**src/rtl/ata_pio_pkg.sv**
```systemverilog
package ata_pio_pkg;

    localparam int DATA_W = 16;

    typedef enum logic [1:0] {
        PH_IDLE   = 2'd0,
        PH_SETUP  = 2'd1,
        PH_ACTIVE = 2'd2,
        PH_RECOV  = 2'd3
    } phase_e;

    typedef struct packed {
        logic [2:0] da;
        logic       cs1_n;
        logic       cs0_n;
    } bus_sel_t;

    localparam bus_sel_t SEL_IDLE = '{da: 3'd0, cs1_n: 1'b1, cs0_n: 1'b1};

    typedef struct packed {
        logic              write;
        logic              reg_sel;
        bus_sel_t          sel;
        logic [DATA_W-1:0] data;
    } pio_req_t;

    // Clocks the write value stays on the bus after the strobe rises.
    function automatic logic [1:0] write_hold(input logic [2:0] mode);
        if (mode == 3'd0)
            return 2'd3;
        else if (mode < 3'd3)
            return 2'd2;
        else
            return 2'd1;
    endfunction

endpackage

```
**src/rtl/pio_sync.sv**
```systemverilog
module pio_sync #(
    parameter int STAGES = 2
) (
    input  logic clk,
    input  logic rst,
    input  logic d,
    output logic q
);
    logic [STAGES-1:0] chain;

    generate
        if (STAGES == 1) begin : g_one
            always_ff @(posedge clk) begin
                if (rst) chain <= '0;
                else     chain <= d;
            end
        end else begin : g_many
            always_ff @(posedge clk) begin
                if (rst) chain <= '0;
                else     chain <= {chain[STAGES-2:0], d};
            end
        end
    endgenerate

    assign q = chain[STAGES-1];
endmodule

```
**src/rtl/pio_timing_sel.sv**
```systemverilog
module pio_timing_sel #(
    parameter int CW = 8
) (
    input  logic          reg_sel,
    input  logic [CW-1:0] setup,
    input  logic [CW-1:0] act_reg,
    input  logic [CW-1:0] cyc_reg,
    input  logic [CW-1:0] rec_reg,
    input  logic [CW-1:0] act_dat,
    input  logic [CW-1:0] cyc_dat,
    input  logic [CW-1:0] rec_dat,
    output logic [CW-1:0] setup_len,
    output logic [CW-1:0] act_len,
    output logic [CW-1:0] cyc_len,
    output logic [CW-1:0] rec_min
);
    localparam logic [CW-1:0] ONE = CW'(1);

    logic [CW-1:0] act_raw;

    always_comb begin
        act_raw   = reg_sel ? act_reg : act_dat;
        cyc_len   = reg_sel ? cyc_reg : cyc_dat;
        rec_min   = reg_sel ? rec_reg : rec_dat;
        setup_len = (setup == '0) ? ONE : setup;
        act_len   = (act_raw == '0) ? ONE : act_raw;
    end
endmodule

```
**src/rtl/pio_recovery_calc.sv**
```systemverilog
module pio_recovery_calc #(
    parameter int CW   = 8,
    parameter int CNTW = CW + 1
) (
    input  logic [CNTW-1:0] eff_act,
    input  logic [CW-1:0]   cyc_len,
    input  logic [CW-1:0]   rec_min,
    input  logic [1:0]      hold,
    input  logic            is_write,
    output logic [CNTW-1:0] rec_len
);
    logic [CNTW-1:0] cyc_x, rec_x, hold_x, diff, base;

    always_comb begin
        cyc_x  = {{(CNTW-CW){1'b0}}, cyc_len};
        rec_x  = {{(CNTW-CW){1'b0}}, rec_min};
        hold_x = {{(CNTW-2){1'b0}}, hold};
        diff   = cyc_x - eff_act;
        base   = ((cyc_x > eff_act) && (diff > rec_x)) ? diff : rec_x;
        if (base == '0)
            base = CNTW'(1);
        if (is_write && (hold_x > base))
            base = hold_x;
        rec_len = base;
    end
endmodule

```
**src/rtl/ata_pio_seq.sv**
```systemverilog
module ata_pio_seq
    import ata_pio_pkg::*;
#(
    parameter int CW          = 8,
    parameter int SYNC_STAGES = 2
) (
    input  logic              clk,
    input  logic              rst,
    input  logic              req_valid,
    input  logic              req_write,
    input  logic              req_reg,
    input  logic [4:0]        req_sel,
    input  logic [15:0]       req_wdata,
    input  logic [CW-1:0]     cfg_setup,
    input  logic [CW-1:0]     cfg_act_reg,
    input  logic [CW-1:0]     cfg_cyc_reg,
    input  logic [CW-1:0]     cfg_rec_reg,
    input  logic [CW-1:0]     cfg_act_dat,
    input  logic [CW-1:0]     cfg_cyc_dat,
    input  logic [CW-1:0]     cfg_rec_dat,
    input  logic              cfg_iordy_en,
    input  logic [CW-1:0]     cfg_iordy_skip,
    input  logic [CW-1:0]     cfg_iordy_limit,
    input  logic [2:0]        cfg_pio_mode,
    input  logic              iordy,
    input  logic [15:0]       dd_in,
    output logic              cs0_n,
    output logic              cs1_n,
    output logic [2:0]        da,
    output logic              dior_n,
    output logic              diow_n,
    output logic [15:0]       dd_out,
    output logic              dd_oe,
    output logic              busy,
    output logic              done,
    output logic [15:0]       rd_data,
    output logic              iordy_timeout
);
    localparam int CNTW = CW + 1;

    phase_e          ph;
    pio_req_t        cur;
    logic [CNTW-1:0] cnt, elapsed, rec_len_q, rec_len_d;
    logic [CW-1:0]   setup_len, act_len, cyc_len, rec_min;
    logic [1:0]      hold;
    logic            iordy_s, ready_seen, act_end;

    pio_sync #(.STAGES(SYNC_STAGES)) u_sync (
        .clk (clk),
        .rst (rst),
        .d   (iordy),
        .q   (iordy_s)
    );

    pio_timing_sel #(.CW(CW)) u_tsel (
        .reg_sel   (cur.reg_sel),
        .setup     (cfg_setup),
        .act_reg   (cfg_act_reg),
        .cyc_reg   (cfg_cyc_reg),
        .rec_reg   (cfg_rec_reg),
        .act_dat   (cfg_act_dat),
        .cyc_dat   (cfg_cyc_dat),
        .rec_dat   (cfg_rec_dat),
        .setup_len (setup_len),
        .act_len   (act_len),
        .cyc_len   (cyc_len),
        .rec_min   (rec_min)
    );

    assign hold    = write_hold(cfg_pio_mode);
    assign elapsed = cnt + CNTW'(1);

    pio_recovery_calc #(.CW(CW), .CNTW(CNTW)) u_rcalc (
        .eff_act  (elapsed),
        .cyc_len  (cyc_len),
        .rec_min  (rec_min),
        .hold     (hold),
        .is_write (cur.write),
        .rec_len  (rec_len_d)
    );

    // Active-phase end decision
    always_comb begin
        ready_seen = iordy_s && (cnt >= {1'b0, cfg_iordy_skip});
        act_end    = (elapsed >= {1'b0, act_len}) &&
                     (!cfg_iordy_en || ready_seen ||
                      (elapsed >= {1'b0, cfg_iordy_limit}));
    end

    // Phase sequencer
    always_ff @(posedge clk) begin
        if (rst) begin
            ph            <= PH_IDLE;
            cnt           <= '0;
            cur           <= '0;
            rec_len_q     <= '0;
            rd_data       <= '0;
            done          <= 1'b0;
            iordy_timeout <= 1'b0;
        end else begin
            done <= 1'b0;
            unique case (ph)
                PH_IDLE: begin
                    if (req_valid) begin
                        cur.write   <= req_write;
                        cur.reg_sel <= req_reg;
                        cur.sel     <= bus_sel_t'(req_sel);
                        cur.data    <= req_wdata;
                        cnt         <= '0;
                        ph          <= PH_SETUP;
                    end
                end
                PH_SETUP: begin
                    if (elapsed >= {1'b0, setup_len}) begin
                        cnt <= '0;
                        ph  <= PH_ACTIVE;
                    end else begin
                        cnt <= elapsed;
                    end
                end
                PH_ACTIVE: begin
                    if (act_end) begin
                        cnt       <= '0;
                        rec_len_q <= rec_len_d;
                        ph        <= PH_RECOV;
                        if (!cur.write)
                            rd_data <= dd_in;
                        if (cfg_iordy_en && !ready_seen)
                            iordy_timeout <= 1'b1;
                    end else begin
                        cnt <= elapsed;
                    end
                end
                PH_RECOV: begin
                    if (elapsed >= rec_len_q) begin
                        cnt  <= '0;
                        ph   <= PH_IDLE;
                        done <= 1'b1;
                    end else begin
                        cnt <= elapsed;
                    end
                end
                default: ph <= PH_IDLE;
            endcase
        end
    end

    // Bus drive
    bus_sel_t sel_out;
    always_comb begin
        sel_out = (ph == PH_IDLE) ? SEL_IDLE : cur.sel;
        da      = sel_out.da;
        cs1_n   = sel_out.cs1_n;
        cs0_n   = sel_out.cs0_n;
        dior_n  = !((ph == PH_ACTIVE) && !cur.write);
        diow_n  = !((ph == PH_ACTIVE) &&  cur.write);
        dd_oe   = cur.write && ((ph == PH_ACTIVE) ||
                  ((ph == PH_RECOV) && (cnt < {{(CNTW-2){1'b0}}, hold})));
        dd_out  = cur.data;
        busy    = (ph != PH_IDLE);
    end

    // Assertions
    a_r1_idle_levels: assert property (@(posedge clk) disable iff (rst)
        !busy |-> (cs0_n && cs1_n && dior_n && diow_n && !dd_oe));

    a_r2_sel_stable: assert property (@(posedge clk) disable iff (rst)
        (busy && $past(busy)) |-> $stable({da, cs1_n, cs0_n}));

    a_r8_no_contention: assert property (@(posedge clk) disable iff (rst)
        (dior_n || diow_n) && (!dd_oe || dior_n));

    a_r9_capture_at_release: assert property (@(posedge clk) disable iff (rst)
        !$stable(rd_data) |-> ($past(!dior_n) && dior_n));

    a_r6_timeout_sticky: assert property (@(posedge clk) disable iff (rst)
        $past(iordy_timeout) |-> iordy_timeout);

    a_r10_done_after_busy: assert property (@(posedge clk) disable iff (rst)
        done |-> (!busy && $past(busy)));

    a_r7_recovery_nonzero: assert property (@(posedge clk) disable iff (rst)
        (ph == PH_RECOV) |-> (rec_len_q != '0));

endmodule

```
**config.mk**
```make
export PLATFORM = sky130hd
export DESIGN_NAME = ata_pio_seq
export DESIGN_NICKNAME = d
export VERILOG_FILES = /design/src/rtl/ata_pio_pkg.sv /design/src/rtl/pio_sync.sv /design/src/rtl/pio_timing_sel.sv /design/src/rtl/pio_recovery_calc.sv /design/src/rtl/ata_pio_seq.sv
export SDC_FILE = /design/constraint.sdc
export NUM_CORES = 1
export LEC_CHECK = 0
export BUFFER_PORTS_ARGS = -buffer_cell sky130_fd_sc_hd__buf_2
export CAP_MARGIN = 10
export CORE_ASPECT_RATIO = 0.6
export CORE_UTILIZATION = 52
export DETAILED_ROUTE_END_ITERATION = 6
export PLACE_DENSITY = 0.82
export SETUP_SLACK_MARGIN = 0.4
export SLEW_MARGIN = 20
export SYNTH_ARGS = -nofsm -noshare
export SYNTH_HDL_FRONTEND = slang
export SYNTH_SLANG_ARGS = --single-unit
```
**constraint.sdc**
```tcl
create_clock -name clk -period 7.4 [get_ports clk]
set_clock_uncertainty 0.2 [all_clocks]
set_input_delay 1.48 -clock clk [delete_from_list [all_inputs] [get_ports clk]]
set_output_delay 1.48 -clock clk [all_outputs]
set_load 0.02 [all_outputs]
```
==> After elaboration in Yosys (flattened, before gate mapping) <==
Index checks and enable logic that the tools add are counted.
{ "word_totals": {"ff_bits": 63, "inputBits": 119, "out_inout_bits": 43, "elab_cells": 85} }
{ "op_classes": {"n_addsub": 2, "magnitude_cmp": 10, "eq_ne": 7, "mux": 22, "bitwise_logic": 2, "n_reduce_logical": 29} }
{ "op_table": {"columns": ["cell", "count"], "rows": [
  ["9-bit two-way mux", 7],
  ["8-bit two-way mux", 5],
  ["9-bit by 8-bit greater-or-equal comparator with 1-bit output", 4],
  ["9-bit case mux with 4 select lines", 1],
  ["8-bit zero test", 2],
  ["2-bit two-way mux", 6],
  ["9-bit by 1-bit adder with 9-bit output, second input constant", 1],
  ["9-bit greater-or-equal comparator", 1],
  ["2-bit by 9-bit > comparator with 1-bit output", 1],
  ["8-bit by 9-bit > comparator with 1-bit output", 1],
  ["9-bit by 8-bit > comparator with 1-bit output", 1],
  ["1-bit logical AND", 9],
  ["9-bit zero test", 1],
  ["9-bit by 2-bit less-than comparator with 1-bit output", 1],
  ["8-bit by 9-bit subtractor with 9-bit output", 1],
  ["2-bit inequality test, second input constant", 4],
  ["2-bit case mux with 4 select lines", 1],
  ["3-bit AND reduction", 2],
  ["1-bit zero test", 5],
  ["5-bit two-way mux", 1],
  ["2-bit == test, second input constant", 2],
  ["2-bit AND reduction", 2],
  ["4-bit AND reduction", 1],
  ["3-bit zero test", 1],
  ["8 further kinds", 11]
]} }

==> Logic depth before layout (Yosys ltp) <==
{ "depth": {"word_depth": 10, "mapped_depth": 27, "mapped_depth_nobuf": 25} }

==> Hierarchy <==
A second synthesis with hierarchy kept.
{ "hier_totals": {"cells_unflattened": 655, "hier_area_um2": 5221.3} }
{ "modules_own_cells": {"columns": ["module", "instances", "cells_per_inst", "area_per_inst_um2", "seq_area_each_um2"], "rows": [
  ["ata_pio_seq", 1, 458, 3748.6, 1221.2],
  ["pio_recovery_calc", 1, 148, 1037.2, 0.0],
  ["pio_timing_sel", 1, 45, 382.9, 0.0],
  ["pio_sync", 1, 4, 52.6, 40.0]
]} }

==> Worst setup path before layout <==
No wires, ideal clock.
{ "synth_timing": {"path_type": "input port to flip-flop", "from": "input port cfg_cyc_reg[0]", "to": "register rec_len_q[0]", "setup_ps": 132, "arrival_ps": 5555, "t_required_ps": 7068, "setup_slack_ps": 1513, "cell_stages": 24, "path_buffers": 1, "cell_sequence": "mux2i_1 ha_1 inv_1 fa_1 maj3_2 a21oi_4 o31ai_1 xnor2_1 inv_1 ha_1 nand2_1 or3_1 a32oi_1 a211oi_2 buf_2 nor3_1 a31o_2 inv_1 ha_1 nand2_1 nand2_1 nor3_1 o21a_1 o311ai_1"} }
{ "synth_via": {"elab_chain_cells": 10, "word_cells_on_any_way": 11, "classes_between": "add/sub (1); order compare (3); mux (4); reduce/logical (3)"} }
{ "synth_rtl": {"columns": ["element", "line", "text"], "rows": [
  ["start: declaration", "ata_pio_seq.sv:16", "input logic [CW-1:0] cfg_cyc_reg,"],
  ["8-bit two-way mux *", "pio_timing_sel.sv:23", "cyc_len = reg_sel ? cyc_reg : cyc_dat;"],
  ["8-bit by 9-bit subtractor with 9-bit output", "pio_recovery_calc.sv:18", "diff = cyc_x - eff_act;"],
  ["9-bit by 8-bit > comparator with 1-bit output", "pio_recovery_calc.sv:19", "base = ((cyc_x > eff_act) && (diff > rec_x)) ? diff : rec_x;"],
  ["1-bit logical AND", "pio_recovery_calc.sv:19", null],
  ["9-bit two-way mux *", "pio_recovery_calc.sv:19", null],
  ["9-bit zero test", "pio_recovery_calc.sv:20", "if (base == '0)"],
  ["9-bit two-way mux *", "pio_recovery_calc.sv:20", null],
  ["2-bit by 9-bit > comparator with 1-bit output", "pio_recovery_calc.sv:22", "if (is_write && (hold_x > base))"],
  ["1-bit logical AND", "pio_recovery_calc.sv:22", null],
  ["9-bit two-way mux *", "pio_recovery_calc.sv:22", null],
  ["end signal: assignment", "ata_pio_seq.sv:124", "rec_len_q <= rec_len_d;"],
  ["end: declaration", "ata_pio_seq.sv:43", "logic [CNTW-1:0] cnt, elapsed, rec_len_q, rec_len_d;"]
]} }
Every way passes the cells marked *; elsewhere a longest branch is shown, timed or not.
A chain may end at the register's enable or synchronous reset.

==> Worst setup path in the final report <==
{ "layout_timing": {"from": "register cnt[0]", "to": "register rec_len_q[0]"} }
{ "layout_via": {"elab_chain_cells": 10, "word_cells_on_any_way": 19, "classes_between": "add/sub (2); order compare (6); mux (3); reduce/logical (8)"} }
{ "layout_rtl": {"columns": ["element", "line", "text"], "rows": [
  ["start: declaration", "ata_pio_seq.sv:43", null],
  ["start signal: assignment", "ata_pio_seq.sv:118", "cnt <= elapsed;"],
  ["start signal: assignment", "ata_pio_seq.sv:131", "cnt <= elapsed;"],
  ["start signal: assignment", "ata_pio_seq.sv:140", "cnt <= elapsed;"],
  ["9-bit by 1-bit adder with 9-bit output", "ata_pio_seq.sv:71", "assign elapsed = cnt + CNTW'(1);"],
  ["8-bit by 9-bit subtractor with 9-bit output", "pio_recovery_calc.sv:18", null],
  ["9-bit by 8-bit > comparator with 1-bit output", "pio_recovery_calc.sv:19", null],
  ["1-bit logical AND", "pio_recovery_calc.sv:19", null],
  ["9-bit two-way mux", "pio_recovery_calc.sv:19", null],
  ["9-bit zero test", "pio_recovery_calc.sv:20", null],
  ["9-bit two-way mux", "pio_recovery_calc.sv:20", null],
  ["2-bit by 9-bit > comparator with 1-bit output", "pio_recovery_calc.sv:22", null],
  ["1-bit logical AND", "pio_recovery_calc.sv:22", null],
  ["9-bit two-way mux", "pio_recovery_calc.sv:22", null]
]} }
Parallel ways exist; a longest one is shown, timed or not.

==> run_summary.xml <==
<?xml version="1.0" encoding="UTF-8"?>
<metrics>
  <group name="pwr">
    <metric name="worst_ir_drop_vdd" unit="V">0.000157</metric>
    <metric name="power.density_cell_area" unit="nW/um^2">236</metric>
    <metric name="total_power" unit="mW">1.40</metric>
    <metric name="leakage" unit="nW">2.97</metric>
  </group>
  <group name="logic_synthesis">
    <metric name="yosys_register_bits" unit="">63</metric>
    <metric name="synth-seq-area-share" unit="%">25.9</metric>
    <metric name="ys_top_cells_by_count" unit="">63 x sky130_fd_sc_hd__dfxtp_1, 63 x sky130_fd_sc_hd__nand2_1, 58 x sky130_fd_sc_hd__ha_1</metric>
    <metric name="async_set_or_reset_register_ratio_after_synthesis" unit="%">0</metric>
    <metric name="postSynthNetCount" unit="">760</metric>
    <metric name="yosys_most_used_dff" unit="">sky130_fd_sc_hd__dfxtp_1</metric>
    <metric name="netlist.top_cell.by_area" unit="">sky130_fd_sc_hd__dfxtp_1</metric>
    <metric name="synth_edf_count" unit="">0</metric>
    <metric name="synthDominantCellAreaShare" unit="%">25.9</metric>
    <metric name="synth.top_cells.by_area" unit="">sky130_fd_sc_hd__dfxtp_1 26%, sky130_fd_sc_hd__ha_1 15%, sky130_fd_sc_hd__mux2i_1 7.8%</metric>
    <metric name="ys_types" unit="">73</metric>
    <metric name="synthesis.area" unit="um^2">4870</metric>
    <metric name="post_synth.cell_area_avg" unit="um^2">8.37</metric>
    <metric name="gate_count_of_the_mapped_netlist" unit="">582</metric>
    <metric name="yosysWarnings" unit="">0</metric>
  </group>
  <group name="cts">
    <metric name="cts_made_buffers" unit="">9</metric>
    <metric name="h-tree-depth" unit="">3</metric>
    <metric name="cts_hold_repair.buffers" unit="">0</metric>
    <metric name="worst_setup_hold_path_clk_slew" unit="ns">0.05</metric>
    <metric name="max-clock-path-buffers" unit="">2</metric>
    <metric name="cts_setup_buffers" unit="">0</metric>
    <metric name="clock-root-buffer" unit="">sky130_fd_sc_hd__clkbuf_16</metric>
    <metric name="postCtsResizedCells" unit="">0</metric>
    <metric name="cts_tree" unit="">done</metric>
    <metric name="clk_latency" unit="ns">0.32</metric>
    <metric name="clock_sinks" unit="">63</metric>
  </group>
  <group name="grt">
    <metric name="global_routing_met2_resource_utilization" unit="%">44.4</metric>
    <metric name="maximum_number_of_pins_on_one_net_before_global_route_repair" unit="">59</metric>
    <metric name="use_met1" unit="%">38.2</metric>
    <metric name="grt_antenna_before_repair" unit="">0</metric>
    <metric name="global_route.overflow_total" unit="">0</metric>
    <metric name="gr-usage-met3" unit="%">5.30</metric>
    <metric name="grtUsageTotal" unit="%">27.5</metric>
    <metric name="grt_pass1_vias" unit="">4441</metric>
    <metric name="busiest_layer" unit="">met2</metric>
    <metric name="grt_pass1_wl" unit="um">21400</metric>
  </group>
  <group name="routing">
    <metric name="number_of_antenna_violating_nets_in_the_routed_design" unit="">0</metric>
    <metric name="initialDrtViolationCount" unit="">274</metric>
    <metric name="drc" unit="">0</metric>
    <metric name="finalWirelength" unit="um">13300</metric>
    <metric name="routedWlPerCell" unit="um">15.8</metric>
    <metric name="first_pass_iters" unit="">5</metric>
    <metric name="route.detailed.vias_per_inst" unit="">5.68</metric>
    <metric name="route.vias.total" unit="">4758</metric>
  </group>
  <group name="floorplanning">
    <metric name="vertical_die_dimension" unit="um">77.0</metric>
    <metric name="rows" unit="">26</metric>
    <metric name="design.portCount" unit="">162</metric>
    <metric name="core" unit="um^2">8780</metric>
    <metric name="design.die.area" unit="um^2">9780</metric>
    <metric name="effective_utilization_at_floorplan" unit="%">55.5</metric>
    <metric name="die-width" unit="um">127</metric>
  </group>
  <group name="critical_path">
    <metric name="worst_path_max_fanout" unit="">13</metric>
    <metric name="required" unit="ns">7.39</metric>
    <metric name="critPathArrivalTime" unit="ns">6.28</metric>
    <metric name="critPathKind" unit="">reg2reg</metric>
    <metric name="worstSetupEndpointType" unit="">flop</metric>
    <metric name="worst_setup_path_start_kind" unit="">flop</metric>
  </group>
  <group name="run">
    <metric name="maxCapViolCount" unit="">0</metric>
  </group>
  <group name="timing">
    <metric name="fin_setup_tns" unit="ns">0</metric>
    <metric name="slew_viol_final" unit="">0</metric>
    <metric name="timing.final.crit_period" unit="ns">6.28</metric>
    <metric name="worst_max_slew_margin_expressed_relative_to_the_limit" unit="%">33.4</metric>
    <metric name="grt_setup_unrepaired" unit="">no</metric>
    <metric name="final-hold-violation-count" unit="">0</metric>
    <metric name="setup_violations" unit="">0</metric>
    <metric name="tightest_pin_transition" unit="ns">0.996</metric>
    <metric name="layout_setup_ws" unit="ns">1.12</metric>
    <metric name="final.period_utilization" unit="%">84.9</metric>
    <metric name="max_freq" unit="MHz">159</metric>
  </group>
  <group name="layout">
    <metric name="fillers" unit="">739</metric>
    <metric name="drive_above_1_share" unit="%">29.0</metric>
    <metric name="area_growth_syn_to_layout" unit="%">21.7</metric>
    <metric name="diodes" unit="">0</metric>
    <metric name="final_design_area_no_fill" unit="um^2">5930</metric>
    <metric name="finish.utilization" unit="%">67.5</metric>
    <metric name="layout_nets" unit="">898</metric>
  </group>
  <group name="place">
    <metric name="io_buffers" unit="">161</metric>
    <metric name="routabilityCongestion" unit="">0.858</metric>
    <metric name="place_hpwl" unit="um">10500</metric>
    <metric name="postPlaceCellArea" unit="um^2">5630</metric>
    <metric name="place_worst_setup_slack" unit="ns">0.949</metric>
  </group>
  <group name="worst_hold_path">
    <metric name="hold_path_class" unit="">reg2reg</metric>
  </group>
  <group name="outcome">
    <metric name="status" unit="">complete, no violations</metric>
  </group>
</metrics>
[flip-flops by register name, indices dropped and copies added, names as in the netlist]
signal         count
rec_len_q          9
cur                7
ph                 2
dd_out            16
iordy_timeout      1
cnt                9
done               1
rd_data           16
u_sync.chain       2
[path summary, 6_finish.rpt]
check | from | to | slack (ns) | cells after the start
min reg2reg | u_sync.chain[0] | u_sync.chain[1] | 0.24 | 1
max | cnt[0] | rec_len_q[0] | 1.12 | 23
min | u_sync.chain[0] | u_sync.chain[1] | 0.24 | 1
max reg2reg | cnt[0] | rec_len_q[0] | 1.12 | 23
[worst max-delay path: stages (launching register included)]
cell and delay, ns:
sky130_fd_sc_hd__dfxtp_1 0.67, sky130_fd_sc_hd__ha_1 0.32, sky130_fd_sc_hd__nand3_2 0.21, sky130_fd_sc_hd__xnor2_2 0.36, sky130_fd_sc_hd__inv_2 0.17, sky130_fd_sc_hd__ha_1 0.38, sky130_fd_sc_hd__and2_1 0.18, sky130_fd_sc_hd__o311ai_2 0.12
sky130_fd_sc_hd__nand4_1 0.14, sky130_fd_sc_hd__o311ai_1 0.14, sky130_fd_sc_hd__xor2_1 0.32, sky130_fd_sc_hd__inv_1 0.08, sky130_fd_sc_hd__ha_1 0.31, sky130_fd_sc_hd__nand2_1 0.07, sky130_fd_sc_hd__o21ai_0 0.14, sky130_fd_sc_hd__a32oi_1 0.13
sky130_fd_sc_hd__a211oi_2 0.74, sky130_fd_sc_hd__mux2i_1 0.39, sky130_fd_sc_hd__ha_1 0.31, sky130_fd_sc_hd__nand2_1 0.07, sky130_fd_sc_hd__nand2_1 0.05, sky130_fd_sc_hd__nor3_1 0.36, sky130_fd_sc_hd__o21a_1 0.19, sky130_fd_sc_hd__o311ai_1 0.08
[where the power goes]
| group | internal [mW] | switching [mW] |
|---|---|---|
| Sequential | 0.370 | 0.0293 |
| Clock | 0.269 | 0.145 |
| Combinational | 0.230 | 0.355 |
| Total | 0.868 | 0.529 |
[layout make-up]
| type | count | area (um^2) | area share [%] |
|---|---|---|---|
| multi-input cells | 427 | 3190 | 53.8 |
| well taps | 112 | 140 | 2.36 |
| clock inverters | 5 | 57.6 | 0.970 |
| repair buffers | 166 | 843 | 14.2 |
| flip-flops and latches | 63 | 1260 | 21.3 |
| inverters | 53 | 199 | 3.35 |
| clock buffers | 11 | 243 | 4.09 |
[per-stage QoR]
step,instances,hold slack [ns]
floorplan,582,0.214
global route,837,0.263
CTS,837,0.240
detailed placement,821,0.227
finish,837,0.236
global placement,821,0.223
[cells by family after synthesis]
kind of cell | count (synthesis) | share of synthesized area, %
fa+ha+maj | 61 | 15.7
compound gates | 124 | 17.9
simple gates | 174 | 16.8
mux | 46 | 9.73
xor+xnor | 22 | 5.29
flops | 63 | 25.9
buf+inv | 92 | 8.68
[cells in the final DEF (no fill, tap or decap), types with 7 or more instances in the layout]
cell type                   count
sky130_fd_sc_hd__a21oi_1       52
sky130_fd_sc_hd__buf_2        161
sky130_fd_sc_hd__clkbuf_16      9
sky130_fd_sc_hd__dfxtp_1       63
sky130_fd_sc_hd__ha_1          58
sky130_fd_sc_hd__inv_1         51
sky130_fd_sc_hd__mux2_2         7
sky130_fd_sc_hd__mux2i_1       38
sky130_fd_sc_hd__nand2_1       63
sky130_fd_sc_hd__nand3_1       12
sky130_fd_sc_hd__nand4_1        9
sky130_fd_sc_hd__nor2_1        41
sky130_fd_sc_hd__nor2b_1        8
sky130_fd_sc_hd__nor3_1        12
sky130_fd_sc_hd__o21ai_0        7
sky130_fd_sc_hd__xnor2_1        8
sky130_fd_sc_hd__xor2_1         8
[metal layers]
layer	vias up	wire length, um
met4	0	98
li1	2346	-
met2	202	5800
met1	2198	6290
met3	12	1080
met5	-	0
Power figures use the tool's default switching activity.
